## src/rtl/mac_pkg.sv

```systemverilog
package mac_pkg;

   typedef enum logic [2:0] {
      BD_ZERO,
      BD_POS1,
      BD_POS2,
      BD_NEG1,
      BD_NEG2
   } booth_dig_e;

   typedef enum logic [1:0] {
      ST_IDLE,
      ST_STEP,
      ST_FOLD,
      ST_EMIT
   } mac_state_e;

   // triple = {b[2i+1], b[2i], b[2i-1]}
   function automatic booth_dig_e booth_recode(input logic [2:0] triple);
      booth_dig_e d;
      case (triple)
         3'b001, 3'b010: d = BD_POS1;
         3'b011:         d = BD_POS2;
         3'b100:         d = BD_NEG2;
         3'b101, 3'b110: d = BD_NEG1;
         default:        d = BD_ZERO;
      endcase
      return d;
   endfunction

endpackage

```

## src/rtl/booth_select.sv

```systemverilog
module booth_select #(
   parameter int WD = 16,
   parameter int SW = WD + 3
) (
   input  logic [2:0]           triple,
   input  logic signed [WD-1:0] mcand,
   output logic signed [SW-1:0] pp
);
   import mac_pkg::*;

   booth_dig_e             dig;
   logic signed [SW-1:0]   a_ext;
   logic signed [SW-1:0]   a_dbl;

   always_comb begin
      dig   = booth_recode(triple);
      a_ext = SW'(mcand);
      a_dbl = a_ext <<< 1;
      case (dig)
         BD_POS1: pp = a_ext;
         BD_POS2: pp = a_dbl;
         BD_NEG1: pp = -a_ext;
         BD_NEG2: pp = -a_dbl;
         default: pp = '0;
      endcase
   end

endmodule

```

## src/rtl/mac_ctrl.sv

```systemverilog
module mac_ctrl #(
   parameter int STEPS = 8
) (
   input  logic clk,
   input  logic rst_n,
   input  logic start,
   output logic ld,
   output logic step_en,
   output logic fold_en,
   output logic emit_en,
   output logic busy,
   output logic done
);
   import mac_pkg::*;

   localparam int CW = $clog2(STEPS + 1);

   mac_state_e      st_q;
   logic [CW-1:0]   cnt_q;

   assign ld      = (st_q == ST_IDLE) && start;
   assign step_en = (st_q == ST_STEP);
   assign fold_en = (st_q == ST_FOLD);
   assign emit_en = (st_q == ST_EMIT);
   assign busy    = (st_q != ST_IDLE);

   always_ff @(posedge clk or negedge rst_n) begin
      if (!rst_n) begin
         st_q  <= ST_IDLE;
         cnt_q <= '0;
         done  <= 1'b0;
      end else begin
         done <= 1'b0;
         case (st_q)
            ST_IDLE: if (start) begin
               st_q  <= ST_STEP;
               cnt_q <= '0;
            end
            ST_STEP: begin
               cnt_q <= cnt_q + 1'b1;
               if (cnt_q == CW'(STEPS - 1)) st_q <= ST_FOLD;
            end
            ST_FOLD: st_q <= ST_EMIT;
            default: begin
               st_q <= ST_IDLE;
               done <= 1'b1;
            end
         endcase
      end
   end

   // done lasts a single cycle
   a_r7_done_single: assert property (@(posedge clk) disable iff (!rst_n)
      done |=> !done);

   // an idle start is taken at once
   a_r2_start_taken: assert property (@(posedge clk) disable iff (!rst_n)
      (start && !busy) |=> (busy && step_en));

   // the step counter stays within the Booth digit count
   a_r2_step_bound: assert property (@(posedge clk) disable iff (!rst_n)
      step_en |-> (cnt_q < CW'(STEPS)));

   // done only follows the emit cycle
   a_r7_done_after_emit: assert property (@(posedge clk) disable iff (!rst_n)
      $rose(done) |-> $past(emit_en));

endmodule

```

## src/rtl/mac_datapath.sv

```systemverilog
module mac_datapath #(
   parameter int WD = 16
) (
   input  logic                    clk,
   input  logic                    rst_n,
   input  logic                    ld,
   input  logic                    step_en,
   input  logic                    fold_en,
   input  logic                    acc_clear,
   input  logic                    coef_hold,
   input  logic [WD-1:0]           coef_in,
   input  logic [WD-1:0]           data_in,
   output logic signed [2*WD+1:0]  acc_full,
   output logic [1:0]              lsb_pair
);
   localparam int AW = WD + 2;
   localparam int SW = WD + 3;

   logic signed [WD-1:0]  coef_q;
   logic [WD-1:0]         mplr_q;
   logic                  prev_q;
   logic signed [AW-1:0]  hi_q;
   logic signed [AW-1:0]  hold_q;
   logic [WD-1:0]         lo_q;

   logic signed [SW-1:0]  pp;
   logic signed [SW-1:0]  hi_sum;
   logic signed [SW-1:0]  hi_ext;
   logic [SW-1:0]         lo_feed;

   booth_select #(.WD(WD), .SW(SW)) u_sel (
      .triple ({mplr_q[1:0], prev_q}),
      .mcand  (coef_q),
      .pp     (pp)
   );

   always_comb begin
      hi_ext  = SW'(hi_q);
      lo_feed = {{(SW-2){1'b0}}, lo_q[1:0]};
      hi_sum  = hi_ext + pp + $signed(lo_feed);
   end

   assign lsb_pair = hi_sum[1:0];
   assign acc_full = {hi_q, lo_q};

   always_ff @(posedge clk or negedge rst_n) begin
      if (!rst_n) begin
         coef_q <= '0;
         mplr_q <= '0;
         prev_q <= 1'b0;
         hi_q   <= '0;
         hold_q <= '0;
         lo_q   <= '0;
      end else if (ld) begin
         if (!coef_hold) coef_q <= $signed(coef_in);
         mplr_q <= data_in;
         prev_q <= 1'b0;
         hi_q   <= '0;
         if (acc_clear) begin
            hold_q <= '0;
            lo_q   <= '0;
         end else begin
            hold_q <= hi_q;
         end
      end else if (step_en) begin
         mplr_q <= {{2{mplr_q[WD-1]}}, mplr_q[WD-1:2]};
         prev_q <= mplr_q[1];
         lo_q   <= {hi_sum[1:0], lo_q[WD-1:2]};
         hi_q   <= {hi_sum[SW-1], hi_sum[SW-1:2]};
      end else if (fold_en) begin
         hi_q <= hi_q + hold_q;
      end
   end

   // the coefficient stays put while an operation runs
   a_r4_coef_steady: assert property (@(posedge clk) disable iff (!rst_n)
      (step_en && $past(step_en)) |-> $stable(coef_q));

   // the kept high part does not move outside a load
   a_r3_hold_steady: assert property (@(posedge clk) disable iff (!rst_n)
      !$past(ld) |-> $stable(hold_q));

endmodule

```

## src/rtl/mac_outstage.sv

```systemverilog
module mac_outstage #(
   parameter int WD            = 16,
   parameter int OUT_SHIFT     = 15,
   parameter bit ROUND_HALF_UP = 1'b1
) (
   input  logic                    clk,
   input  logic                    rst_n,
   input  logic                    emit_en,
   input  logic signed [2*WD+1:0]  acc_full,
   output logic [WD-1:0]           result
);
   localparam int TW = 2 * WD + 2;
   localparam logic signed [TW:0] MAXV = {{(TW-WD+2){1'b0}}, {(WD-1){1'b1}}};
   localparam logic signed [TW:0] MINV = {{(TW-WD+2){1'b1}}, {(WD-1){1'b0}}};

   logic signed [TW:0] ext;
   logic signed [TW:0] biased;
   logic signed [TW:0] scaled;
   logic [WD-1:0]      sat_val;

   assign ext = {acc_full[TW-1], acc_full};

   generate
      if (ROUND_HALF_UP) begin : g_round
         localparam logic signed [TW:0] HALF = (TW+1)'(1) <<< (OUT_SHIFT - 1);
         assign biased = ext + HALF;
      end else begin : g_trunc
         assign biased = ext;
      end
   endgenerate

   always_comb begin
      scaled = biased >>> OUT_SHIFT;
      if (scaled > MAXV)      sat_val = MAXV[WD-1:0];
      else if (scaled < MINV) sat_val = MINV[WD-1:0];
      else                    sat_val = scaled[WD-1:0];
   end

   always_ff @(posedge clk or negedge rst_n) begin
      if (!rst_n)       result <= '0;
      else if (emit_en) result <= sat_val;
   end

   // the result only moves on an emit cycle
   a_r1_result_hold: assert property (@(posedge clk) disable iff (!rst_n)
      !emit_en |=> $stable(result));

endmodule

```

## src/rtl/serial_booth_mac.sv

```systemverilog
module serial_booth_mac #(
   parameter int WD            = 16,
   parameter int OUT_SHIFT     = WD - 1,
   parameter bit ROUND_HALF_UP = 1'b1
) (
   input  logic          clk,
   input  logic          rst_n,
   input  logic          start,
   input  logic          acc_clear,
   input  logic          coef_hold,
   input  logic [WD-1:0] coef_in,
   input  logic [WD-1:0] data_in,
   output logic          busy,
   output logic          lsb_vld,
   output logic [1:0]    lsb_pair,
   output logic          done,
   output logic [WD-1:0] result
);
   localparam int STEPS = WD / 2;

   generate
      if ((WD % 2) != 0 || WD < 4) begin : g_bad_wd
         $error("serial_booth_mac: WD must be even and at least 4");
      end
      if (OUT_SHIFT < 1 || OUT_SHIFT > 2 * WD) begin : g_bad_shift
         $error("serial_booth_mac: OUT_SHIFT out of range");
      end
   endgenerate

   logic                   ld, step_en, fold_en, emit_en;
   logic signed [2*WD+1:0] acc_full;

   mac_ctrl #(.STEPS(STEPS)) u_ctrl (
      .clk     (clk),
      .rst_n   (rst_n),
      .start   (start),
      .ld      (ld),
      .step_en (step_en),
      .fold_en (fold_en),
      .emit_en (emit_en),
      .busy    (busy),
      .done    (done)
   );

   mac_datapath #(.WD(WD)) u_dp (
      .clk       (clk),
      .rst_n     (rst_n),
      .ld        (ld),
      .step_en   (step_en),
      .fold_en   (fold_en),
      .acc_clear (acc_clear),
      .coef_hold (coef_hold),
      .coef_in   (coef_in),
      .data_in   (data_in),
      .acc_full  (acc_full),
      .lsb_pair  (lsb_pair)
   );

   mac_outstage #(.WD(WD), .OUT_SHIFT(OUT_SHIFT), .ROUND_HALF_UP(ROUND_HALF_UP)) u_out (
      .clk      (clk),
      .rst_n    (rst_n),
      .emit_en  (emit_en),
      .acc_full (acc_full),
      .result   (result)
   );

   assign lsb_vld = step_en;

   // serial bits only appear during an operation
   a_r8_lsb_in_busy: assert property (@(posedge clk) disable iff (!rst_n)
      lsb_vld |-> busy);

   // a start while busy does not restart the steps
   a_r9_no_restart: assert property (@(posedge clk) disable iff (!rst_n)
      (busy && !lsb_vld) |=> !$rose(lsb_vld) || !$past(busy));

endmodule

```

## config.mk

```make
export PLATFORM = sky130hd
export DESIGN_NAME = serial_booth_mac
export DESIGN_NICKNAME = d
export VERILOG_FILES = /design/src/rtl/mac_pkg.sv /design/src/rtl/booth_select.sv /design/src/rtl/mac_ctrl.sv /design/src/rtl/mac_datapath.sv /design/src/rtl/mac_outstage.sv /design/src/rtl/serial_booth_mac.sv
export SDC_FILE = /design/constraint.sdc
export NUM_CORES = 1
export LEC_CHECK = 0
export CAP_MARGIN = 20
export CORE_ASPECT_RATIO = 0.75
export CORE_MARGIN = 3
export CORE_UTILIZATION = 48
export CTS_BUF_LIST = sky130_fd_sc_hd__clkbuf_4
export CTS_CLUSTER_DIAMETER = 30
export DETAILED_ROUTE_END_ITERATION = 8
export PLACE_DENSITY = 0.76
export SETUP_SLACK_MARGIN = 0.3
export SYNTH_ARGS = -nofsm -noshare
export SYNTH_HDL_FRONTEND = slang
export SYNTH_SLANG_ARGS = --single-unit
```

## constraint.sdc

```tcl
create_clock -name clk -period 13.26 [get_ports clk]
set_clock_uncertainty 0.05 [all_clocks]
set_input_delay 2.652 -clock clk [delete_from_list [all_inputs] [get_ports clk]]
set_output_delay 2.652 -clock clk [all_outputs]
set_load 0.02 [all_outputs]
```

==> After elaboration in Yosys (flattened, before gate mapping) <==
Cells that the tools add are included.
{ "totals": {"reg_bits": 108, "inputBits": 37, "out_inout_bits": 21, "word_cells": 72} }
{ "classes": {"add_sub_neg": 7, "order_cmp": 2, "n_eq_ne": 17, "muxes": 21, "n_bitwise": 1, "n_reduce_logical": 13} }
{ "ops": {"columns": ["cell", "n"], "rows": [
  ["$mux 16", 6],
  ["$pmux 19 s4", 1],
  ["$mux 18", 4],
  ["$add 34x16->35 const B", 1],
  ["$gt 20x16->1 const B", 1],
  ["$lt 20x16->1 const B", 1],
  ["$add 18x19->19", 1],
  ["$add 19x3->19", 1],
  ["$neg 16->19", 1],
  ["$neg 17->19", 1],
  ["$add 18x18->18", 1],
  ["$mux 15", 1],
  ["$eq 3x2->1 const B", 4],
  ["$eq 3x3->1 const B", 4],
  ["$pmux 3 s4", 1],
  ["$pmux 4 s2", 1],
  ["$reduce_and 2->1", 4],
  ["$eq 3x1->1 const B", 2],
  ["$pmux 2 s3", 1],
  ["$reduce_bool 2->1", 3],
  ["$add 4x1->4 const B", 1],
  ["$eq 2x2->1 const B", 2],
  ["$eq 4x3->1 const B", 1],
  ["$mux 2", 2],
  ["other kinds (11)", 15]
]} }

==> Longest topological paths before layout <==
{ "depth": {"ltp_word": 9, "mapped_depth": 19, "depth_no_buf": 19} }

==> Modules after synthesis <==
From an unflattened synthesis, not the netlist that was laid out.
{ "unflattened": {"cells_unflattened": 893, "hier_area_um2": 8176.6} }
{ "by_module_without_submodules": {"columns": ["module", "n_inst", "cells_each", "area_each_um2", "seq_area_each_um2"], "rows": [
  ["mac_datapath", 1, 547, 5487.8, 2127.0],
  ["mac_outstage", 1, 132, 1167.4, 400.4],
  ["booth_select", 1, 168, 1052.3, 0.0],
  ["mac_ctrl", 1, 46, 469.2, 175.2]
]} }

==> Worst setup path after synthesis <==
No wires, ideal clock.
{ "synth_path": {"path_type": "register to output", "startpoint": "register u_dp.mplr_q[0]", "endpoint": "output port lsb_pair[1]", "arrival_time_ns": 2.229, "required_time_ns": 10.558, "setup_slack_ns": 8.329, "stages_incl_launch_ff": 9, "n_path_buf": 3, "path_cell_list": "dfrtp_1 > clkbuf_1 > clkbuf_1 > buf_1 > a21oi_1 > a2bb2oi_1 > fa_1 > inv_1 > ha_1"} }
{ "synth_between": {"elab_chain_cells": 7, "word_cells_on_any_way": 16, "cone_classes": "add/sub (2); eq/ne (10); mux (2); reduce/logical (2)"} }
{ "synth_rtl": {"columns": ["element", "line_no", "rtl"], "rows": [
  ["from (decl)", "mac_datapath.sv:20", "logic [WD-1:0] mplr_q;"],
  ["from (signal assigned)", "mac_datapath.sv:56", "mplr_q <= data_in;"],
  ["from (signal assigned)", "mac_datapath.sv:66", "mplr_q <= {{2{mplr_q[WD-1]}}, mplr_q[WD-1:2]};"],
  ["$eq 3x3->1, or another cell as far along", "mac_pkg.sv:21", "case (triple)"],
  ["$reduce_or 2->1", "mac_pkg.sv:21", null],
  ["$pmux 3 s4 *", "mac_pkg.sv:21", null],
  ["$eq 3x3->1, or another cell as far along", "booth_select.sv:19", "case (dig)"],
  ["$pmux 19 s4 *", "booth_select.sv:19", null],
  ["$add 18x19->19 *", "mac_datapath.sv:40", "hi_sum = hi_ext + pp + $signed(lo_feed);"],
  ["$add 19x3->19 *", "mac_datapath.sv:40", null],
  ["to (decl)", "serial_booth_mac.sv:15", "output logic [1:0] lsb_pair,"]
]} }
Every way passes the cells marked *; elsewhere a longest branch is shown, timed or not.

==> Worst setup path after layout <==
{ "layout_path": {"startpoint": "register u_dp.prev_q", "endpoint": "output port lsb_pair[1]"} }
{ "layout_between": {"elab_chain_cells": 7, "word_cells_on_any_way": 16, "cone_classes": "add/sub (2); eq/ne (10); mux (2); reduce/logical (2)"} }
{ "layout_rtl": {"columns": ["element", "line_no", "rtl"], "rows": [
  ["from (decl)", "mac_datapath.sv:21", "logic prev_q;"],
  ["from (signal assigned)", "mac_datapath.sv:67", "prev_q <= mplr_q[1];"],
  ["$eq 3x3->1, or another cell as far along", "mac_pkg.sv:21", null],
  ["$reduce_or 2->1", "mac_pkg.sv:21", null],
  ["$pmux 3 s4 *", "mac_pkg.sv:21", null],
  ["$eq 3x3->1, or another cell as far along", "booth_select.sv:19", null],
  ["$pmux 19 s4 *", "booth_select.sv:19", null],
  ["$add 18x19->19 *", "mac_datapath.sv:40", null],
  ["$add 19x3->19 *", "mac_datapath.sv:40", null]
]} }
Marks and branches as above.

==> results.json <==
{
  "outcome": "completed",
  "cpPeakStageDelay_ps": 620,
  "fmax_mhz": 152.8,
  "crit_type": "reg -> out",
  "viasPerCell": 5.761,
  "dp_hpwl_um": 12320,
  "wl_um": 16920,
  "antenna_found_initial": 0,
  "crit_path_start": "u_dp.prev_q",
  "worst-path-buf-inv": 4,
  "path_cells": "buf_4 -> inv_1 -> nand2_1 -> nor2_1 -> a21oi_1 -> a2bb2oi_1 -> fa_1 -> inv_1 -> ha_1 -> clkdlybuf4s50_1",
  "area_growth_pct": 10.86,
  "synth.most_common_cell": "dfrtp_1",
  "hold_buffers": 0,
  "netlist_instances": 851,
  "gp_congestion": 0.8818,
  "cp_common_cell": "inv_1",
  "insertion_delay_ps": 530,
  "rr_startpoint": "u_dp.coef_q[3]",
  "die_w_um": 152.1,
  "fin_hold_ws_ps": 451.1,
  "wire_per_inst_um": 15.52,
  "cts-buffers-inserted": 9,
  "grt_pass1_vias": 5998,
  "initial_core_util_pct": 49.69,
  "async_reset_ff_share_pct": 100.0,
  "critPathTopFamily": "buffers and inverters",
  "crit_required_ps": 10560,
  "dominantRegCellSynth": "dfrtp_1",
  "min_period_over_period_pct": 49.36,
  "rows": 39,
  "fin_tns_setup_ps": 0,
  "clock_sinks": 108,
  "n_fill_cell": 1399,
  "slew_viol_final": 0,
  "cts_tree": "yes",
  "netlist_area_um2": 7686,
  "final_nets": 979,
  "clockRootBuffer": "clkbuf_4",
  "slew_headroom_pct": 31.99,
  "min_period_ps": 6546,
  "met3_length_um": 650,
  "cts_max_level": 3,
  "rsz0062_at_grt": "no",
  "hold_viol": 0,
  "synth.avg_cell_area_um2": 9.032,
  "yosysUniqueCellTypes": 62,
  "clk_path_buf_depth": 2,
  "max_cap_violations": 0,
  "worstMarginPinSlew_ps": 1020,
  "grt.total_usage_pct": 19.72,
  "netlist.area_leader.share_pct": 35.16,
  "cts_resized": 0,
  "core_area_um2": 15470,
  "final_util_pct": 55.08,
  "synth_seq_area_share_pct": 35.16,
  "min_from": "u_dp.hold_q[9]",
  "grt_pass1_wl_um": 28990,
  "hp-class": "reg -> reg",
  "dieHeight_um": 115.6,
  "drt_iter0_markers": 393,
  "crit_path_max_fanout": 32,
  "cts_setup_buffers": 0,
  "ios": 58,
  "drive_above_1_share_pct": 7.119,
  "wl_met1_um": 8427,
  "port_buffers": 57,
  "netlist_top_cells_count": "dfrtp_1, nand2_1, nor2_1",
  "dp_worst_setup_slack_ps": 7354,
  "drc": 0,
  "synth_edf_count": 0,
  "antenna_cells": 0,
  "finalSetupViolations": 0,
  "ys_ff_latch": 108,
  "yosys-top-cells-area": "dfrtp_1, ha_1, nand2_1, xnor2_1, a21oi_1",
  "synth.net_count": 950,
  "synth_top_area_cell": "dfrtp_1",
  "cp-end-kind": "output port",
  "vias": 6279,
  "yosysWarnings": 0,
  "clkTransAtPathRegs_ps": 190,
  "start_kind": "flop",
  "grt_overflow": 0,
  "crit_arrival_ps": 3840,
  "grt_max_degree": 64,
  "finalWorstSetupSlack_ps": 6714,
  "dieArea_um2": 17580,
  "slowest_stage": "clkdlybuf4s50_1",
  "ant_nets": 0,
  "first_pass_iters": 5,
  "dr_wl_met2_um": 7694,
  "highest_layer": "met4"
}
-- routing by layer --
| layer | vias to the layer above | track usage (%) |
|---|---|---|
| met5 | - | 0 |
| met4 | 0 | 3.952 |
| met3 | 11 | 4.143 |
| met2 | 114 | 31.72 |
| met1 | 3038 | 28.00 |
| li1 | 3116 | - |
-- through the flow --
stage | cells | area [um^2]
5_1_grt | 1090 | 8521
4_1_cts | 1088 | 8506
2_1_floorplan | 851 | 7686
6_report | 1090 | 8521
3_5_place_dp | 1072 | 8364
3_3_place_gp | 1072 | 8364
-- sequential cells by signal (all words and copies together), names as in the netlist --
register,cells
u_ctrl.st_q,2
u_dp.hi_q,18
u_dp.lo_q,16
u_dp.mplr_q,16
u_out.result,16
u_dp.hold_q,18
u_dp.prev_q,1
u_ctrl.done,1
u_ctrl.cnt_q,4
u_dp.coef_q,16
-- layout make-up --
cell class	instances	area (um^2)	area share [%]
multi-input combinational	674	4710	55.27
sequential	108	2703	31.72
timing repair buffer	65	628.1	7.372
tap	205	256.5	3.010
inverter	22	82.58	0.9692
clock inverter	7	73.82	0.8664
clock buffer	9	67.56	0.7930
-- placed cells by master (no fill, tap or decap), types with 6 or more instances in the layout --
cell / count
a31oi_1: 7
o21ai_0: 60
a211oi_1: 12
inv_1: 22
a21o_1: 10
ha_1: 57
buf_4: 9
mux2_2: 20
nand3b_1: 22
o22a_1: 15
nor2b_1: 7
xor2_1: 27
xnor2_1: 36
a22oi_1: 11
nor2_1: 67
dfrtp_1: 108
nand2b_1: 6
nand3_1: 23
clkdlybuf4s50_1: 56
a22o_1: 16
nor3_1: 14
a221oi_1: 7
o21bai_1: 7
nand2_1: 97
mux2i_1: 27
clkbuf_4: 9
a21oi_1: 61
-- logic make-up after synthesis --
family	after synthesis	share of synthesized area [%]
xor+xnor	64	7.472
fa+ha+maj	62	10.48
compound gates	236	20.04
simple gates	265	16.78
mux	47	6.446
buf+inv	69	3.614
flops	108	35.16
-- worst paths after layout --
check / end / slack [ps] / cells after the start
setup / recovery: lsb_pair[1] / 6710 / 10
hold / removal: u_dp.hold_q[9] / 450 / 2
setup reg to reg: u_dp.hi_q[16] / 8250 / 17
hold reg to reg: u_dp.hold_q[9] / 450 / 2
max in group asynchronous: u_dp.mplr_q[3] / 9880 / 2
min in group asynchronous: u_out.result[15] / 2050 / 1
-- tightest hold or removal path, cell delays in order (launching register included) --
cell,delay [ps]
dfrtp_1,390
nand2_1,50
nand2_1,50
Power is left out: the tool's default activity adds up to more than one toggle a clock period on the data nets, which glitch-free logic cannot reach.
